--- config.mk ---
export PLATFORM = sky130hd
export DESIGN_NAME = muldiv_issue_gate
export DESIGN_NICKNAME = d
export VERILOG_FILES = /design/src/rtl/mdg_pkg.sv /design/src/rtl/mdg_countdown.sv /design/src/rtl/mdg_load_sel.sv /design/src/rtl/mdg_gate.sv /design/src/rtl/muldiv_issue_gate.sv
export SDC_FILE = /design/constraint.sdc
export NUM_CORES = 1
export LEC_CHECK = 0
export ABC_CLOCK_PERIOD_IN_PS = 6200
export BUFFER_PORTS_ARGS = -buffer_cell sky130_fd_sc_hd__buf_2
export CAP_MARGIN = 5
export CORE_MARGIN = 4
export CORE_UTILIZATION = 65
export CTS_BUF_LIST = sky130_fd_sc_hd__clkbuf_4 sky130_fd_sc_hd__clkbuf_8
export CTS_CLUSTER_DIAMETER = 50
export DETAILED_ROUTE_END_ITERATION = 12
export PLACE_DENSITY = 0.88
export SYNTH_ARGS = -nofsm -noshare
export SYNTH_HDL_FRONTEND = slang
export SYNTH_SLANG_ARGS = --single-unit
--- constraint.sdc ---
create_clock -name clk -period 6.2 [get_ports clk]
set_clock_uncertainty 0.15 [all_clocks]
set_input_delay 0.62 -clock clk [delete_from_list [all_inputs] [get_ports clk]]
set_output_delay 0.62 -clock clk [all_outputs]
set_load 0.03 [all_outputs]
--- src/rtl/mdg_pkg.sv ---
package mdg_pkg;

  typedef enum logic [2:0] {
    OP_MUL  = 3'd0,
    OP_DIV  = 3'd1,
    OP_MTHI = 3'd2,
    OP_MTLO = 3'd3,
    OP_MFHI = 3'd4,
    OP_MFLO = 3'd5,
    OP_RSV6 = 3'd6,
    OP_RSV7 = 3'd7
  } mdg_op_e;

  // timer slots
  localparam int NT     = 6;
  localparam int T_DGAP = 0;  // divider occupancy gap
  localparam int T_DRES = 1;  // divide result outstanding
  localparam int T_MTB  = 2;  // HI/LO write to mul/div
  localparam int T_MULB = 3;  // wide multiply back-off
  localparam int T_HI   = 4;  // HI readable
  localparam int T_LO   = 5;  // LO readable

endpackage

--- src/rtl/mdg_countdown.sv ---
module mdg_countdown #(
  parameter int CW = 7
) (
  input  logic          clk,
  input  logic          rst,
  input  logic          load,
  input  logic [CW-1:0] load_val,
  output logic          idle
);
  logic [CW-1:0] cnt;

  always_ff @(posedge clk) begin
    if (rst)            cnt <= '0;
    else if (load)      cnt <= load_val;
    else if (cnt != '0) cnt <= cnt - 1'b1;
  end

  assign idle = (cnt == '0);
endmodule

--- src/rtl/mdg_load_sel.sv ---
module mdg_load_sel
  import mdg_pkg::*;
#(
  parameter int CW        = 7,
  parameter int DIV_OCC_N = 32,
  parameter int DIV_OCC_W = 64,
  parameter int DIV_LAT_N = 36,
  parameter int DIV_LAT_W = 68,
  parameter int MUL_LAT   = 3,
  parameter int MUL_HI_EX = 1,
  parameter int MUL_BLOCK = 1,
  parameter int MT_MF_LAT = 3,
  parameter int MT_MD_LAT = 4
) (
  input  logic                  fire,
  input  mdg_op_e               op,
  input  logic                  wide,
  output logic [NT-1:0]         ld,
  output logic [NT-1:0][CW-1:0] val
);
  localparam logic [CW-1:0] V_GAP_N  = CW'(DIV_OCC_N - 1);
  localparam logic [CW-1:0] V_GAP_W  = CW'(DIV_OCC_W - 1);
  localparam logic [CW-1:0] V_RES_N  = CW'(DIV_LAT_N - 1);
  localparam logic [CW-1:0] V_RES_W  = CW'(DIV_LAT_W - 1);
  localparam logic [CW-1:0] V_MUL    = CW'(MUL_LAT - 1);
  localparam logic [CW-1:0] V_MUL_HI = CW'(MUL_LAT + MUL_HI_EX - 1);
  localparam logic [CW-1:0] V_MULB   = CW'(MUL_BLOCK);
  localparam logic [CW-1:0] V_MT_MF  = CW'(MT_MF_LAT - 1);
  localparam logic [CW-1:0] V_MT_MD  = CW'(MT_MD_LAT - 1);

  always_comb begin
    ld  = '0;
    val = '0;
    if (fire) begin
      unique case (op)
        OP_MUL: begin
          ld[T_HI]  = 1'b1;
          ld[T_LO]  = 1'b1;
          val[T_LO] = V_MUL;
          val[T_HI] = wide ? V_MUL_HI : V_MUL;
          if (wide) begin
            ld[T_MULB]  = 1'b1;
            val[T_MULB] = V_MULB;
          end
        end
        OP_DIV: begin
          ld[T_DGAP]  = 1'b1;
          ld[T_DRES]  = 1'b1;
          ld[T_HI]    = 1'b1;
          ld[T_LO]    = 1'b1;
          val[T_DGAP] = wide ? V_GAP_W : V_GAP_N;
          val[T_DRES] = wide ? V_RES_W : V_RES_N;
          val[T_HI]   = wide ? V_RES_W : V_RES_N;
          val[T_LO]   = wide ? V_RES_W : V_RES_N;
        end
        OP_MTHI: begin
          ld[T_HI]   = 1'b1;
          ld[T_MTB]  = 1'b1;
          val[T_HI]  = V_MT_MF;
          val[T_MTB] = V_MT_MD;
        end
        OP_MTLO: begin
          ld[T_LO]   = 1'b1;
          ld[T_MTB]  = 1'b1;
          val[T_LO]  = V_MT_MF;
          val[T_MTB] = V_MT_MD;
        end
        default: ;
      endcase
    end
  end
endmodule

--- src/rtl/mdg_gate.sv ---
module mdg_gate
  import mdg_pkg::*;
(
  input  logic          req_valid,
  input  mdg_op_e       op,
  input  logic [NT-1:0] idle,
  output logic          allow_mul,
  output logic          allow_div,
  output logic          allow_mt,
  output logic          allow_mfhi,
  output logic          allow_mflo,
  output logic          ready,
  output logic          div_stall
);
  always_comb begin
    allow_mul  = idle[T_MTB] & idle[T_DRES] & idle[T_MULB];
    allow_div  = idle[T_DGAP] & idle[T_MTB];
    allow_mt   = idle[T_DRES];
    allow_mfhi = idle[T_HI];
    allow_mflo = idle[T_LO];
    unique case (op)
      OP_MUL:          ready = allow_mul;
      OP_DIV:          ready = allow_div;
      OP_MTHI, OP_MTLO: ready = allow_mt;
      OP_MFHI:         ready = allow_mfhi;
      OP_MFLO:         ready = allow_mflo;
      default:         ready = 1'b0;
    endcase
    div_stall = req_valid & (op == OP_DIV) & ~allow_div;
  end
endmodule

--- src/rtl/muldiv_issue_gate.sv ---
module muldiv_issue_gate
  import mdg_pkg::*;
#(
  parameter int DIV_LEAD  = 3,
  parameter int DIV_OCC_N = 32,
  parameter int DIV_OCC_W = 64,
  parameter int MUL_LAT   = 3,
  parameter int MUL_HI_EX = 1,
  parameter int MUL_BLOCK = 1,
  parameter int MT_MF_LAT = 3,
  parameter int MT_MD_LAT = 4
) (
  input  logic       clk,
  input  logic       rst,
  input  logic       req_valid,
  input  logic [2:0] req_op,
  input  logic       req_wide,
  output logic       req_ready,
  output logic       allow_mul,
  output logic       allow_div,
  output logic       allow_mt,
  output logic       allow_mfhi,
  output logic       allow_mflo,
  output logic       div_stall
);
  localparam int DIV_LAT_N = 1 + DIV_LEAD + DIV_OCC_N;
  localparam int DIV_LAT_W = 1 + DIV_LEAD + DIV_OCC_W;
  localparam int CW        = $clog2(DIV_LAT_W + 1);

  mdg_op_e               op;
  logic                  fire;
  logic [NT-1:0]         ld;
  logic [NT-1:0][CW-1:0] val;
  logic [NT-1:0]         idle;

  assign op   = mdg_op_e'(req_op);
  assign fire = req_valid & req_ready;

  mdg_load_sel #(
    .CW(CW), .DIV_OCC_N(DIV_OCC_N), .DIV_OCC_W(DIV_OCC_W),
    .DIV_LAT_N(DIV_LAT_N), .DIV_LAT_W(DIV_LAT_W),
    .MUL_LAT(MUL_LAT), .MUL_HI_EX(MUL_HI_EX), .MUL_BLOCK(MUL_BLOCK),
    .MT_MF_LAT(MT_MF_LAT), .MT_MD_LAT(MT_MD_LAT)
  ) u_sel (
    .fire(fire), .op(op), .wide(req_wide), .ld(ld), .val(val)
  );

  for (genvar i = 0; i < NT; i++) begin : g_tmr
    mdg_countdown #(.CW(CW)) u_cnt (
      .clk(clk), .rst(rst), .load(ld[i]), .load_val(val[i]), .idle(idle[i])
    );
  end

  mdg_gate u_gate (
    .req_valid(req_valid), .op(op), .idle(idle),
    .allow_mul(allow_mul), .allow_div(allow_div), .allow_mt(allow_mt),
    .allow_mfhi(allow_mfhi), .allow_mflo(allow_mflo),
    .ready(req_ready), .div_stall(div_stall)
  );
endmodule

==> metrics.txt, run 1 <==
# TYPE chip_impl_metric gauge
chip_impl_metric{name="syn_inst",unit=""} 250
chip_impl_metric{name="hpwl_reported_at_the_end_of_detailed_placement",unit="um"} 2900
chip_impl_metric{name="layout-area-overhead-vs-synth",unit="%"} 7.72
chip_impl_info{name="largest_register",value="g_tmr.u_cnt.cnt"} 1
chip_impl_metric{name="place.port_buffers",unit=""} 13
chip_impl_metric{name="crit_required",unit="ns"} 5.43
chip_impl_metric{name="drc_marker_count_from_the_first_detailed_route_iteration",unit=""} 111
chip_impl_metric{name="hold_violations_final",unit=""} 0
chip_impl_metric{name="synthesis.area",unit="um^2"} 2140
chip_impl_metric{name="detail_route.first_pass.iterations",unit=""} 4
chip_impl_metric{name="post_synth_fa_ha_maj_area_fraction",unit=""} 0.0527
chip_impl_metric{name="synth.net_count",unit=""} 266
chip_impl_info{name="timing.critical_path.to_type",value="output pin"} 1
chip_impl_info{name="worstSetupStartpointType",value="flop"} 1
chip_impl_metric{name="post_dp_cell_area",unit="um^2"} 2240
chip_impl_metric{name="cts_hold_buf",unit=""} 0
chip_impl_info{name="post-synth-top-area-cell",value="dfxtp_1"} 1
chip_impl_info{name="root_buffer",value="clkbuf_4"} 1
chip_impl_metric{name="postRouteWirelength",unit="um"} 3960
chip_impl_metric{name="avgRoutedWirePerCell",unit="um"} 12.8
chip_impl_metric{name="yosys_warnings",unit=""} 0
chip_impl_info{name="setup.worst_path.start",value="g_tmr[5].u_cnt.cnt[0]"} 1
chip_impl_metric{name="grt_pass1_vias",unit=""} 1596
chip_impl_metric{name="static-leakage-power",unit="uW"} 0.000992
chip_impl_metric{name="hold-worst-slack",unit="ns"} 0.334
chip_impl_metric{name="combinationalPowerShare",unit=""} 0.544
chip_impl_info{name="worst-setup-path-type",value="reg -> out"} 1
chip_impl_metric{name="synthArstFlopShare",unit=""} 0
chip_impl_metric{name="final_period_minus_worst_setup_slack",unit="ns"} 3.49
chip_impl_metric{name="layout_worst_path_cycle_share",unit=""} 0.564
chip_impl_metric{name="tritoncts_num_sinks",unit=""} 42
chip_impl_metric{name="drive_above_1_share",unit=""} 0.143
chip_impl_info{name="run_status",value="finished, final reports clean"} 1
chip_impl_metric{name="htree_depth",unit=""} 2
chip_impl_metric{name="via_count",unit=""} 1771
chip_impl_metric{name="clock_tree.buffer_depth",unit=""} 2
chip_impl_info{name="regToRegStartpoint",value="g_tmr[0].u_cnt.cnt[2]"} 1
chip_impl_info{name="grt_setup_unrepaired",value="false"} 1
chip_impl_metric{name="grt_use_total",unit=""} 0.214
chip_impl_metric{name="grt_max_degree",unit=""} 32
chip_impl_info{name="largest_registers",value="g_tmr.u_cnt.cnt: 42 flops"} 1
chip_impl_metric{name="tns",unit="ns"} 0
chip_impl_metric{name="synth.distinct_cells",unit=""} 38
chip_impl_info{name="mostFrequentLayoutCells",value="42 x dfxtp_1, 27 x a21oi_1, 26 x nor2_1"} 1
chip_impl_info{name="dominant_combinational_cell_family_by_area_after_synthesis",value="simple AND/OR/NAND/NOR gates"} 1
chip_impl_metric{name="routed_via_density",unit=""} 5.71
chip_impl_metric{name="fillCellCount",unit=""} 249
chip_impl_metric{name="core_area",unit="um^2"} 3100
chip_impl_metric{name="timing_worst_slew_pin_value",unit="ns"} 0.705
chip_impl_metric{name="slew_violations",unit=""} 0
chip_impl_metric{name="globalRouteOverflowTotal",unit=""} 0
chip_impl_metric{name="remaining_drc_errors",unit=""} 0
chip_impl_metric{name="synth_top_cell_area_share",unit=""} 0.393
chip_impl_info{name="cts_tree",value="done"} 1
chip_impl_metric{name="fp-row-count",unit=""} 20
chip_impl_metric{name="cts-resized-gates",unit=""} 0
chip_impl_metric{name="grt_first_pass_wirelength",unit="um"} 6960
chip_impl_metric{name="seq_power_share",unit=""} 0.347
chip_impl_metric{name="synthesis.area_per_instance",unit="um^2"} 8.55
chip_impl_metric{name="synth_simple_gate_area_share",unit=""} 0.288
chip_impl_metric{name="synth_seq_cells",unit=""} 42
chip_impl_metric{name="worstPathArrival",unit="ns"} 2.72
chip_impl_metric{name="number_of_flip_flops_in_the_largest_register",unit=""} 42
chip_impl_metric{name="p_clk_frac",unit=""} 0.109
chip_impl_metric{name="clock_latency",unit="ns"} 0.35
chip_impl_metric{name="route.antenna.remaining_nets",unit=""} 0
chip_impl_metric{name="compound_gate_fraction_of_synth_area",unit=""} 0.122
chip_impl_metric{name="worst_setup_hold_path_clk_slew",unit="ns"} 0.11
chip_impl_metric{name="post_layout_net_count",unit=""} 281
chip_impl_metric{name="power.switching",unit="uW"} 573
chip_impl_info{name="synth_ff_type",value="dfxtp_1"} 1
chip_impl_metric{name="ir_drop",unit="uV"} 397
chip_impl_metric{name="slew-limit-headroom",unit=""} 0.526
chip_impl_metric{name="cts_made_buffers",unit=""} 5
chip_impl_metric{name="switching_share",unit=""} 0.433
chip_impl_metric{name="max_clock_freq",unit="MHz"} 286
chip_impl_metric{name="gpl.final_weighted_congestion",unit=""} 0.851
chip_impl_metric{name="crit_path_max_fanout",unit=""} 6
chip_impl_info{name="hold_start",value="g_tmr[3].u_cnt.cnt[6]"} 1
chip_impl_metric{name="ioPinCount",unit=""} 14
chip_impl_metric{name="finalSetupViolations",unit=""} 0
chip_impl_info{name="hp-class",value="reg -> reg"} 1
chip_impl_info{name="final_common_cell",value="dfxtp_1"} 1
chip_impl_metric{name="synth_xor_area_frac",unit=""} 0.0737
chip_impl_metric{name="die_area",unit="um^2"} 4270
chip_impl_metric{name="die_w",unit="um"} 65.4
chip_impl_metric{name="power_per_cell_area",unit="nW/um^2"} 575
chip_impl_metric{name="antenna_violations_before_repair",unit=""} 0
chip_impl_metric{name="cap_violations",unit=""} 0
chip_impl_metric{name="number_of_enable_type_register_cells_in_the_synthesized_netlist",unit=""} 0
chip_impl_metric{name="start_util",unit=""} 0.689
chip_impl_metric{name="postCtsSetupBuffers",unit=""} 0
chip_impl_metric{name="synthMuxAreaShare",unit=""} 0.0304
chip_impl_metric{name="floorplan.die.height",unit="um"} 65.4
chip_impl_metric{name="postLayoutCellArea",unit="um^2"} 2300
chip_impl_info{name="ys_top_cells_by_area",value="dfxtp_1 39%, a21oi_1 6.3%, ha_1 5.3%, nor2_1 4.6%, nand2_1 4.2%"} 1
chip_impl_metric{name="synth_sequential_area_ratio",unit=""} 0.393
chip_impl_metric{name="internal_power",unit="uW"} 751
chip_impl_metric{name="num_antenna_cells",unit=""} 0
-- routing by layer --
metal / share of wire / track usage / up-vias / wire, um
met4: 0.017 / 0.0907 / 0 / 66
li1: - / - / 904 / -
met2: 0.48 / 0.343 / 31 / 1880
met3: 0.053 / 0.0615 / 9 / 210
met1: 0.45 / 0.267 / 827 / 1800
met5: 0 / 0 / - / 0
-- through the flow --
step | setup WS [ns] | instances | utilization | total power, uW
floorplan | 2.99 | 250 | - | 1050
global placement | 3.20 | 302 | 0.722 | 1160
detailed placement | 3.10 | 302 | 0.722 | 1180
CTS | 2.68 | 310 | 0.742 | 1340
global route | 2.48 | 310 | 0.742 | 1460
finish | 2.71 | 310 | 0.742 | 1320
-- final timing paths --
| path | end | slack [ns] | cells past startpoint |
|---|---|---|---|
| setup / recovery | req_ready | 2.71 | 10 |
| hold / removal | g_tmr[3].u_cnt.cnt[6] | 0.33 | 2 |
| setup reg to reg | g_tmr[0].u_cnt.cnt[5] | 3.64 | 6 |
| hold reg to reg | g_tmr[3].u_cnt.cnt[6] | 0.33 | 2 |
-- critical path, stage by stage (launching register included) --
cell     delay, ns
dfxtp_1       0.34
inv_1         0.07
ha_1          0.17
or3b_2        0.48
or4_1         0.53
inv_1         0.19
mux2i_1       0.09
o21ai_0       0.16
o21ai_0       0.09
nand2_1       0.06
buf_2         0.19
-- cells by family after synthesis --
group | count (synthesis)
AOI/OAI and AO/OA | 45
xor gates and xnor gates | 18
adders and majority gates | 9
buffers and inverters | 23
DFF | 42
muxes | 6
and+or+nand+nor | 107
-- area by class of cell --
type                            count  area (um^2)  area share
Timing Repair Buffer               13         65.1      0.0282
Inverter                           18         67.6      0.0293
Clock buffer                        7         58.8      0.0255
Multi-Input combinational cell    185         1210       0.526
Clock inverter                      1         5.00     0.00217
Tap cell                           44         55.1      0.0239
Sequential cell                    42          841       0.365
-- synth_stat cells, types with 5 or more instances --
library cell / count
a21oi_1: 27
clkbuf_1: 5
dfxtp_1: 42
ha_1: 9
inv_1: 18
nand2_1: 24
nand2b_1: 7
nand3_1: 6
nor2_1: 26
nor3_1: 11
o21ai_0: 7
or3_1: 11
xnor2_1: 10
xor2_1: 8
-- power by group through the flow --
stage | combinational, uW | clock, uW | sequential [uW]
floorplan | 604 | 0 | 448
global placement | 693 | 0 | 463
detailed placement | 718 | 0 | 465
CTS | 725 | 150 | 460
global route | 824 | 162 | 475
finish | 720 | 145 | 460
Note: power is estimated with default switching activity, not from simulation.
==> run 2, diff against run 1 <==
--- a/config.mk
+++ b/config.mk
@@ -5,15 +5,15 @@
 export SDC_FILE = /design/constraint.sdc
 export NUM_CORES = 1
 export LEC_CHECK = 0
-export ABC_CLOCK_PERIOD_IN_PS = 6200
+export ABC_CLOCK_PERIOD_IN_PS = 3300
 export BUFFER_PORTS_ARGS = -buffer_cell sky130_fd_sc_hd__buf_2
 export CAP_MARGIN = 5
 export CORE_MARGIN = 4
-export CORE_UTILIZATION = 65
+export CORE_UTILIZATION = 62
 export CTS_BUF_LIST = sky130_fd_sc_hd__clkbuf_4 sky130_fd_sc_hd__clkbuf_8
 export CTS_CLUSTER_DIAMETER = 50
 export DETAILED_ROUTE_END_ITERATION = 12
-export PLACE_DENSITY = 0.88
+export PLACE_DENSITY = 0.84
 export SYNTH_ARGS = -nofsm -noshare
 export SYNTH_HDL_FRONTEND = slang
 export SYNTH_SLANG_ARGS = --single-unit
==> constraint.sdc (replaced) <==
create_clock -name clk -period 3.3 [get_ports clk]
set_clock_uncertainty 0.15 [all_clocks]
set_input_delay 0.33 -clock clk [delete_from_list [all_inputs] [get_ports clk]]
set_output_delay 0.33 -clock clk [all_outputs]
set_load 0.03 [all_outputs]
==> metrics.txt, run 2 (synthesized netlist as in run 1, its figures left out) <==
# TYPE chip_impl_metric gauge
chip_impl_info{name="run_status",value="finished, final reports clean"} 1
chip_impl_metric{name="via_count",unit=""} 1757
chip_impl_metric{name="grt_use_total",unit=""} 0.202
chip_impl_metric{name="power",unit="uW"} 2490
chip_impl_metric{name="postCtsSetupBuffers",unit=""} 0
chip_impl_metric{name="slew_violations",unit=""} 0
chip_impl_info{name="cts_tree",value="done"} 1
chip_impl_metric{name="num_antenna_cells",unit=""} 0
chip_impl_metric{name="hpwl_reported_at_the_end_of_detailed_placement",unit="um"} 2890
chip_impl_metric{name="ir_drop",unit="uV"} 587
chip_impl_metric{name="place.port_buffers",unit=""} 13
chip_impl_metric{name="layout-area-overhead-vs-synth",unit="%"} 7.96
chip_impl_metric{name="layout_setup_ws",unit="ns"} 0.241
chip_impl_metric{name="worstPathArrival",unit="ns"} 2.58
chip_impl_metric{name="timing_worst_slew_pin_value",unit="ns"} 0.566
chip_impl_info{name="largest_registers",value="g_tmr.u_cnt.cnt: 42 flops"} 1
chip_impl_metric{name="hold_violations_final",unit=""} 0
chip_impl_info{name="mostFrequentLayoutCells",value="42 x dfxtp_1, 27 x a21oi_1, 26 x nor2_1"} 1
chip_impl_metric{name="slew-limit-headroom",unit=""} 0.622
chip_impl_metric{name="avgRoutedWirePerCell",unit="um"} 12.6
chip_impl_metric{name="number_of_flip_flops_in_the_largest_register",unit=""} 42
chip_impl_metric{name="clock_latency",unit="ns"} 0.35
chip_impl_metric{name="antenna_violations_before_repair",unit=""} 0
chip_impl_metric{name="fp-row-count",unit=""} 21
chip_impl_metric{name="cts-resized-gates",unit=""} 0
chip_impl_metric{name="cts_made_buffers",unit=""} 5
chip_impl_metric{name="grt_first_pass_wirelength",unit="um"} 6810
chip_impl_metric{name="tritoncts_num_sinks",unit=""} 42
chip_impl_metric{name="max_clock_freq",unit="MHz"} 327
chip_impl_metric{name="remaining_drc_errors",unit=""} 0
chip_impl_metric{name="tns",unit="ns"} 0
chip_impl_metric{name="die_area",unit="um^2"} 4450
chip_impl_metric{name="core_area",unit="um^2"} 3340
chip_impl_metric{name="post_layout_net_count",unit=""} 283
chip_impl_info{name="grt_setup_unrepaired",value="false"} 1
chip_impl_info{name="timing.critical_path.to_type",value="output pin"} 1
chip_impl_metric{name="cap_violations",unit=""} 0
chip_impl_info{name="largest_register",value="g_tmr.u_cnt.cnt"} 1
chip_impl_metric{name="layout_worst_path_cycle_share",unit=""} 0.927
chip_impl_metric{name="worst_setup_hold_path_clk_slew",unit="ns"} 0.11
chip_impl_metric{name="finalSetupViolations",unit=""} 0
chip_impl_info{name="worstSetupStartpointType",value="flop"} 1
chip_impl_metric{name="grt_max_degree",unit=""} 32
chip_impl_info{name="final_common_cell",value="dfxtp_1"} 1
chip_impl_metric{name="ioPinCount",unit=""} 14
chip_impl_metric{name="dp_worst_setup_slack",unit="ns"} 0.551
chip_impl_metric{name="clock_tree.buffer_depth",unit=""} 2
chip_impl_metric{name="routed_via_density",unit=""} 5.61
chip_impl_metric{name="drc_marker_count_from_the_first_detailed_route_iteration",unit=""} 105
chip_impl_metric{name="static-leakage-power",unit="uW"} 0.000993
chip_impl_metric{name="drive_above_1_share",unit=""} 0.154
chip_impl_metric{name="die_w",unit="um"} 66.7
chip_impl_metric{name="power_per_cell_area",unit="nW/um^2"} 1080
chip_impl_metric{name="final_period_minus_worst_setup_slack",unit="ns"} 3.06
chip_impl_metric{name="postRouteWirelength",unit="um"} 3960
chip_impl_metric{name="globalRouteOverflowTotal",unit=""} 0
chip_impl_info{name="worst-setup-path-type",value="reg -> out"} 1
chip_impl_metric{name="start_util",unit=""} 0.641
chip_impl_info{name="hp-class",value="in -> reg"} 1
chip_impl_metric{name="cts_hold_buf",unit=""} 0
chip_impl_info{name="root_buffer",value="clkbuf_4"} 1
chip_impl_metric{name="route.antenna.remaining_nets",unit=""} 0
chip_impl_metric{name="grt_pass1_vias",unit=""} 1618
chip_impl_metric{name="floorplan.die.height",unit="um"} 66.7
chip_impl_metric{name="htree_depth",unit=""} 2
chip_impl_metric{name="crit_path_max_fanout",unit=""} 6
chip_impl_metric{name="detail_route.first_pass.iterations",unit=""} 4
chip_impl_metric{name="crit_required",unit="ns"} 2.82
chip_impl_metric{name="gpl.final_weighted_congestion",unit=""} 0.835
==> run 2: changes by cell type in the layout (fill, tap and decap cells not counted) <==
cell / change
clkbuf_4: -1
clkinv_2: +1
inv_1: -1
clkbuf_8: -1
or4_1: -1
inv_2: +1
or4_4: +1
buf_4: +2
==> run 2: report_power, final <==
part           switching (uW)  total, uW  leakage [uW]  internal, uW
Sequential                166        867      0.000347           701
Clock                     158        235     0.0000308          76.7
Combinational             756       1380      0.000615           628
Total                    1080       2490      0.000993          1410
==> run 2: final timing paths <==
path / to / depth (start not counted) / startpoint / slack, ns
setup / recovery: req_ready / 10 / g_tmr[5].u_cnt.cnt[0] / 0.24
hold / removal: g_tmr[1].u_cnt.cnt[5] / 4 / req_wide / 0.22
setup reg to reg: g_tmr[4].u_cnt.cnt[6] / 7 / g_tmr[1].u_cnt.cnt[0] / 0.94
hold reg to reg: g_tmr[3].u_cnt.cnt[6] / 2 / g_tmr[3].u_cnt.cnt[6] / 0.33
==> run 2: stage by stage <==
stage	hold slack, ns	cells	utilization	area, um^2
floorplan	0.290	250	-	2140
global placement	0.305	306	0.676	2260
detailed placement	0.323	306	0.676	2260
CTS	0.184	313	0.691	2300
global route	0.216	313	0.692	2310
finish	0.216	313	0.692	2310
==> run 2: cell type report <==
type	count	area, um^2
Multi-Input combinational cell	185	1210
Fill cell	280	1030
Sequential cell	42	841
Timing Repair Buffer	15	80.1
Inverter	18	67.6
Tap cell	46	57.6
Clock buffer	5	37.5
Clock inverter	2	10.0
==> run 2: worst max-delay path, stage by stage (launching register included) <==
cell     delay [ns]
dfxtp_1        0.34
inv_1          0.07
ha_1           0.17
or3b_2         0.49
or4_4          0.47
inv_2          0.11
mux2i_1        0.08
o21ai_0        0.16
o21ai_0        0.10
nand2_1        0.06
buf_2          0.19
==> run 2: layer usage <==
metal,track usage,routed length [um]
met1,0.249,1920
met2,0.327,1800
met3,0.0658,159
met4,0.0736,82
met5,0,0
==> run 3, diff against run 2 <==
--- a/config.mk
+++ b/config.mk
@@ -5,15 +5,17 @@
 export SDC_FILE = /design/constraint.sdc
 export NUM_CORES = 1
 export LEC_CHECK = 0
+export ABC_AREA = 1
 export ABC_CLOCK_PERIOD_IN_PS = 3300
 export BUFFER_PORTS_ARGS = -buffer_cell sky130_fd_sc_hd__buf_2
 export CAP_MARGIN = 5
 export CORE_MARGIN = 4
-export CORE_UTILIZATION = 62
+export CORE_UTILIZATION = 63
 export CTS_BUF_LIST = sky130_fd_sc_hd__clkbuf_4 sky130_fd_sc_hd__clkbuf_8
 export CTS_CLUSTER_DIAMETER = 50
 export DETAILED_ROUTE_END_ITERATION = 12
-export PLACE_DENSITY = 0.84
+export GPL_ROUTABILITY_DRIVEN = 0
+export PLACE_DENSITY = 0.85
 export SYNTH_ARGS = -nofsm -noshare
 export SYNTH_HDL_FRONTEND = slang
 export SYNTH_SLANG_ARGS = --single-unit
==> metrics.txt, run 3 <==
# TYPE chip_impl_metric gauge
chip_impl_info{name="run_status",value="finished, final reports clean"} 1
chip_impl_metric{name="core_area",unit="um^2"} 3470
chip_impl_metric{name="worst_setup_hold_path_clk_slew",unit="ns"} 0.08
chip_impl_metric{name="worstPathArrival",unit="ns"} 1.86
chip_impl_info{name="mostFrequentLayoutCells",value="58 x inv_1, 57 x nand2_1, 43 x nor2_1"} 1
chip_impl_metric{name="start_util",unit=""} 0.676
chip_impl_info{name="hold_path_end",value="g_tmr[5].u_cnt.cnt[1]"} 1
chip_impl_info{name="final_common_cell",value="inv_1"} 1
chip_impl_info{name="largest_registers",value="g_tmr.u_cnt.cnt: 42 flops"} 1
chip_impl_metric{name="synth_top_cell_area_share",unit=""} 0.358
chip_impl_info{name="synth_most_common_cell",value="inv_1"} 1
chip_impl_info{name="hp-class",value="in -> reg"} 1
chip_impl_info{name="worstSetupStartpointType",value="flop"} 1
chip_impl_metric{name="die_area",unit="um^2"} 4760
chip_impl_metric{name="cts_made_buffers",unit=""} 5
chip_impl_metric{name="clock_latency",unit="ns"} 0.30
chip_impl_metric{name="synthesis.area_per_instance",unit="um^2"} 7.11
chip_impl_info{name="grt_setup_unrepaired",value="false"} 1
chip_impl_metric{name="floorplan.die.height",unit="um"} 69.0
chip_impl_metric{name="cts_hold_buf",unit=""} 0
chip_impl_info{name="synth_ff_type",value="dfxtp_1"} 1
chip_impl_info{name="crit_chain",value="inv_1 > ha_1 > inv_1 > nor3_1 > nand3_1 > nand2_1 > nor2_2 > nand2_4 > buf_2"} 1
chip_impl_info{name="critical-path-top-delay-family",value="simple AND/OR/NAND/NOR gates"} 1
chip_impl_metric{name="power_per_cell_area",unit="nW/um^2"} 1100
chip_impl_metric{name="final_cell_count_no_fill",unit=""} 393
chip_impl_metric{name="tritoncts_num_sinks",unit=""} 42
chip_impl_info{name="regToRegStartpoint",value="g_tmr[5].u_cnt.cnt[0]"} 1
chip_impl_metric{name="layout_setup_ws",unit="ns"} 0.963
chip_impl_metric{name="syn_inst",unit=""} 330
chip_impl_metric{name="power",unit="uW"} 2810
chip_impl_metric{name="detail_route.first_pass.iterations",unit=""} 4
chip_impl_metric{name="htree_depth",unit=""} 2
chip_impl_metric{name="dp_worst_setup_slack",unit="ns"} 1.28
chip_impl_metric{name="drc_marker_count_from_the_first_detailed_route_iteration",unit=""} 67
chip_impl_metric{name="drive_above_1_share",unit=""} 0.107
chip_impl_metric{name="crit_required",unit="ns"} 2.82
chip_impl_metric{name="postRouteWirelength",unit="um"} 4710
chip_impl_metric{name="grt_max_degree",unit=""} 25
chip_impl_metric{name="timing_worst_slew_pin_value",unit="ns"} 0.573
chip_impl_metric{name="post_layout_net_count",unit=""} 362
chip_impl_metric{name="worst-r2r-setup-slack",unit="ns"} 1.27
chip_impl_info{name="hold_start",value="req_valid"} 1
chip_impl_metric{name="max_clock_freq",unit="MHz"} 428
chip_impl_metric{name="ir_drop",unit="uV"} 593
chip_impl_metric{name="grt_pass1_vias",unit=""} 2077
chip_impl_metric{name="cts-resized-gates",unit=""} 0
chip_impl_metric{name="cpPeakStageDelay",unit="ns"} 0.32
chip_impl_metric{name="antenna_violations_before_repair",unit=""} 0
chip_impl_metric{name="whs_path_depth",unit=""} 3
chip_impl_metric{name="grt_use_total",unit=""} 0.213
chip_impl_metric{name="static-leakage-power",unit="uW"} 0.00131
chip_impl_metric{name="crit_path_max_fanout",unit=""} 4
chip_impl_metric{name="layout_worst_path_cycle_share",unit=""} 0.708
chip_impl_info{name="largest_register",value="g_tmr.u_cnt.cnt"} 1
chip_impl_metric{name="synth_seq_cells",unit=""} 42
chip_impl_info{name="synth.cells.most_frequent",value="58 x inv_1, 57 x nand2_1, 43 x nor2_1"} 1
chip_impl_metric{name="postCtsSetupBuffers",unit=""} 0
chip_impl_info{name="worstReg2RegEnd",value="g_tmr[5].u_cnt.cnt[6]"} 1
chip_impl_metric{name="finalSetupViolations",unit=""} 0
chip_impl_metric{name="place.port_buffers",unit=""} 13
chip_impl_info{name="timing.critical_path.to_type",value="output pin"} 1
chip_impl_metric{name="fillCellCount",unit=""} 302
chip_impl_metric{name="hold_violations_final",unit=""} 0
chip_impl_metric{name="cap_violations",unit=""} 0
chip_impl_metric{name="synth.distinct_cells",unit=""} 29
chip_impl_metric{name="critical_path.n_buffers_inverters",unit=""} 3
chip_impl_info{name="worst-setup-path-type",value="reg -> out"} 1
chip_impl_info{name="root_buffer",value="clkbuf_8"} 1
chip_impl_info{name="cts_tree",value="done"} 1
chip_impl_metric{name="final_period_minus_worst_setup_slack",unit="ns"} 2.34
chip_impl_metric{name="number_of_enable_type_register_cells_in_the_synthesized_netlist",unit=""} 0
chip_impl_info{name="ys_top_cells_by_area",value="dfxtp_1 36%, inv_1 9.3%, nand2_1 9.1%, nor2_1 6.9%, a21oi_1 4.9%"} 1
chip_impl_info{name="post-synth-top-area-cell",value="dfxtp_1"} 1
chip_impl_metric{name="tns",unit="ns"} 0
chip_impl_metric{name="fp-row-count",unit=""} 21
chip_impl_metric{name="synth_sequential_area_ratio",unit=""} 0.358
chip_impl_metric{name="dp.cells",unit=""} 385
chip_impl_metric{name="die_w",unit="um"} 69.0
chip_impl_metric{name="synthesis.area",unit="um^2"} 2350
chip_impl_info{name="crit_top_cell",value="inv_1"} 1
chip_impl_metric{name="routed_via_density",unit=""} 5.31
chip_impl_metric{name="hpwl_reported_at_the_end_of_detailed_placement",unit="um"} 3490
chip_impl_metric{name="slew-limit-headroom",unit=""} 0.617
chip_impl_metric{name="layout-area-overhead-vs-synth",unit="%"} 8.80
chip_impl_metric{name="synthArstFlopShare",unit=""} 0
chip_impl_metric{name="via_count",unit=""} 2086
chip_impl_metric{name="avgRoutedWirePerCell",unit="um"} 12.0
chip_impl_metric{name="yosys_warnings",unit=""} 0
chip_impl_metric{name="grt_first_pass_wirelength",unit="um"} 8520
chip_impl_metric{name="clock_tree.buffer_depth",unit=""} 2
chip_impl_metric{name="route.antenna.remaining_nets",unit=""} 0
chip_impl_metric{name="slew_violations",unit=""} 0
chip_impl_metric{name="num_antenna_cells",unit=""} 0
chip_impl_metric{name="ioPinCount",unit=""} 14
chip_impl_metric{name="r2r_cells",unit=""} 12
chip_impl_info{name="critical-path-slowest-cell",value="dfxtp_1"} 1
chip_impl_metric{name="synth.net_count",unit=""} 346
chip_impl_metric{name="number_of_flip_flops_in_the_largest_register",unit=""} 42
chip_impl_metric{name="globalRouteOverflowTotal",unit=""} 0
chip_impl_metric{name="remaining_drc_errors",unit=""} 0
-- run 3: cell types whose count changed in the layout (fill, tap and decap cells not counted), sizes merged, moves of 7 or more --
| cell | change |
|---|---|
| inv | +40 |
| nand2 | +38 |
| nor2 | +24 |
| o21ai | +10 |
| or3 | -10 |
| nand3 | +9 |
| nand4 | +8 |
| nand2b | -7 |
-- run 3: how the worst max path moves through the flow --
stage	from	end	slack (ns)	cells after the start
after floorplan	g_tmr[1].u_cnt.cnt[0]	allow_mul	0.90	6
after global placement	g_tmr[1].u_cnt.cnt[0]	allow_mul	1.28	7
after CTS	g_tmr[1].u_cnt.cnt[0]	allow_mul	0.94	7
after detailed placement	g_tmr[1].u_cnt.cnt[0]	allow_mul	1.28	7
after global routing	g_tmr[1].u_cnt.cnt[0]	allow_mul	0.74	7
final	g_tmr[5].u_cnt.cnt[0]	req_ready	0.96	9
-- run 3: through the flow --
stage / instance area, um^2 / hold slack, ns / utilization
5_1_grt: 2550 / 0.233 / 0.736
3_3_place_gp: 2440 / 0.316 / 0.704
2_1_floorplan: 2350 / 0.300 / -
6_report: 2550 / 0.232 / 0.736
3_5_place_dp: 2440 / 0.338 / 0.704
4_1_cts: 2550 / 0.234 / 0.736
-- run 3: per-layer routing --
metal | GRT usage | up-vias | part of all wire
met4 | 0.0824 | 0 | 0.0093
met3 | 0.0480 | 7 | 0.042
li1 | - | 1090 | -
met1 | 0.244 | 954 | 0.46
met5 | 0 | - | 0
met2 | 0.379 | 35 | 0.49
-- run 3: cell families (layout without fill, tap and decap cells) --
logic type | count (synthesis) | count (layout) | synth area share
simple gates | 149 | 149 | 0.304
buf+inv | 62 | 79 | 0.104
compound gates | 52 | 52 | 0.126
flops | 42 | 42 | 0.358
xor+xnor | 16 | 16 | 0.0597
fa+ha+maj | 9 | 9 | 0.0480
-- run 3: final cells by class --
class | instances | area (um^2) | area share
Tap cell | 46 | 57.6 | 0.0225
Inverter | 58 | 218 | 0.0853
Multi-Input combinational cell | 226 | 1260 | 0.494
Timing Repair Buffer | 13 | 65.1 | 0.0255
Clock buffer | 8 | 110 | 0.0431
Sequential cell | 42 | 841 | 0.329
-- run 3: worst reg2reg max path, cell delays in order, from the launching register on --
cell and delay [ns]:
dfxtp_1 0.32, inv_1 0.09, ha_1 0.20, inv_1 0.06, nor3_1 0.29, nand3_1 0.11
nand2_1 0.10, nor2_2 0.07, nand2_4 0.10, nand2_4 0.13, nor2_2 0.15, inv_1 0.07
a21oi_1 0.13
-- run 3: power by group --
| group | switching, uW | leakage (uW) | internal, uW |
|---|---|---|---|
| Clock | 177 | 0.0000575 | 211 |
| Combinational | 964 | 0.000905 | 574 |
| Sequential | 160 | 0.000348 | 719 |
| Total | 1300 | 0.00131 | 1500 |
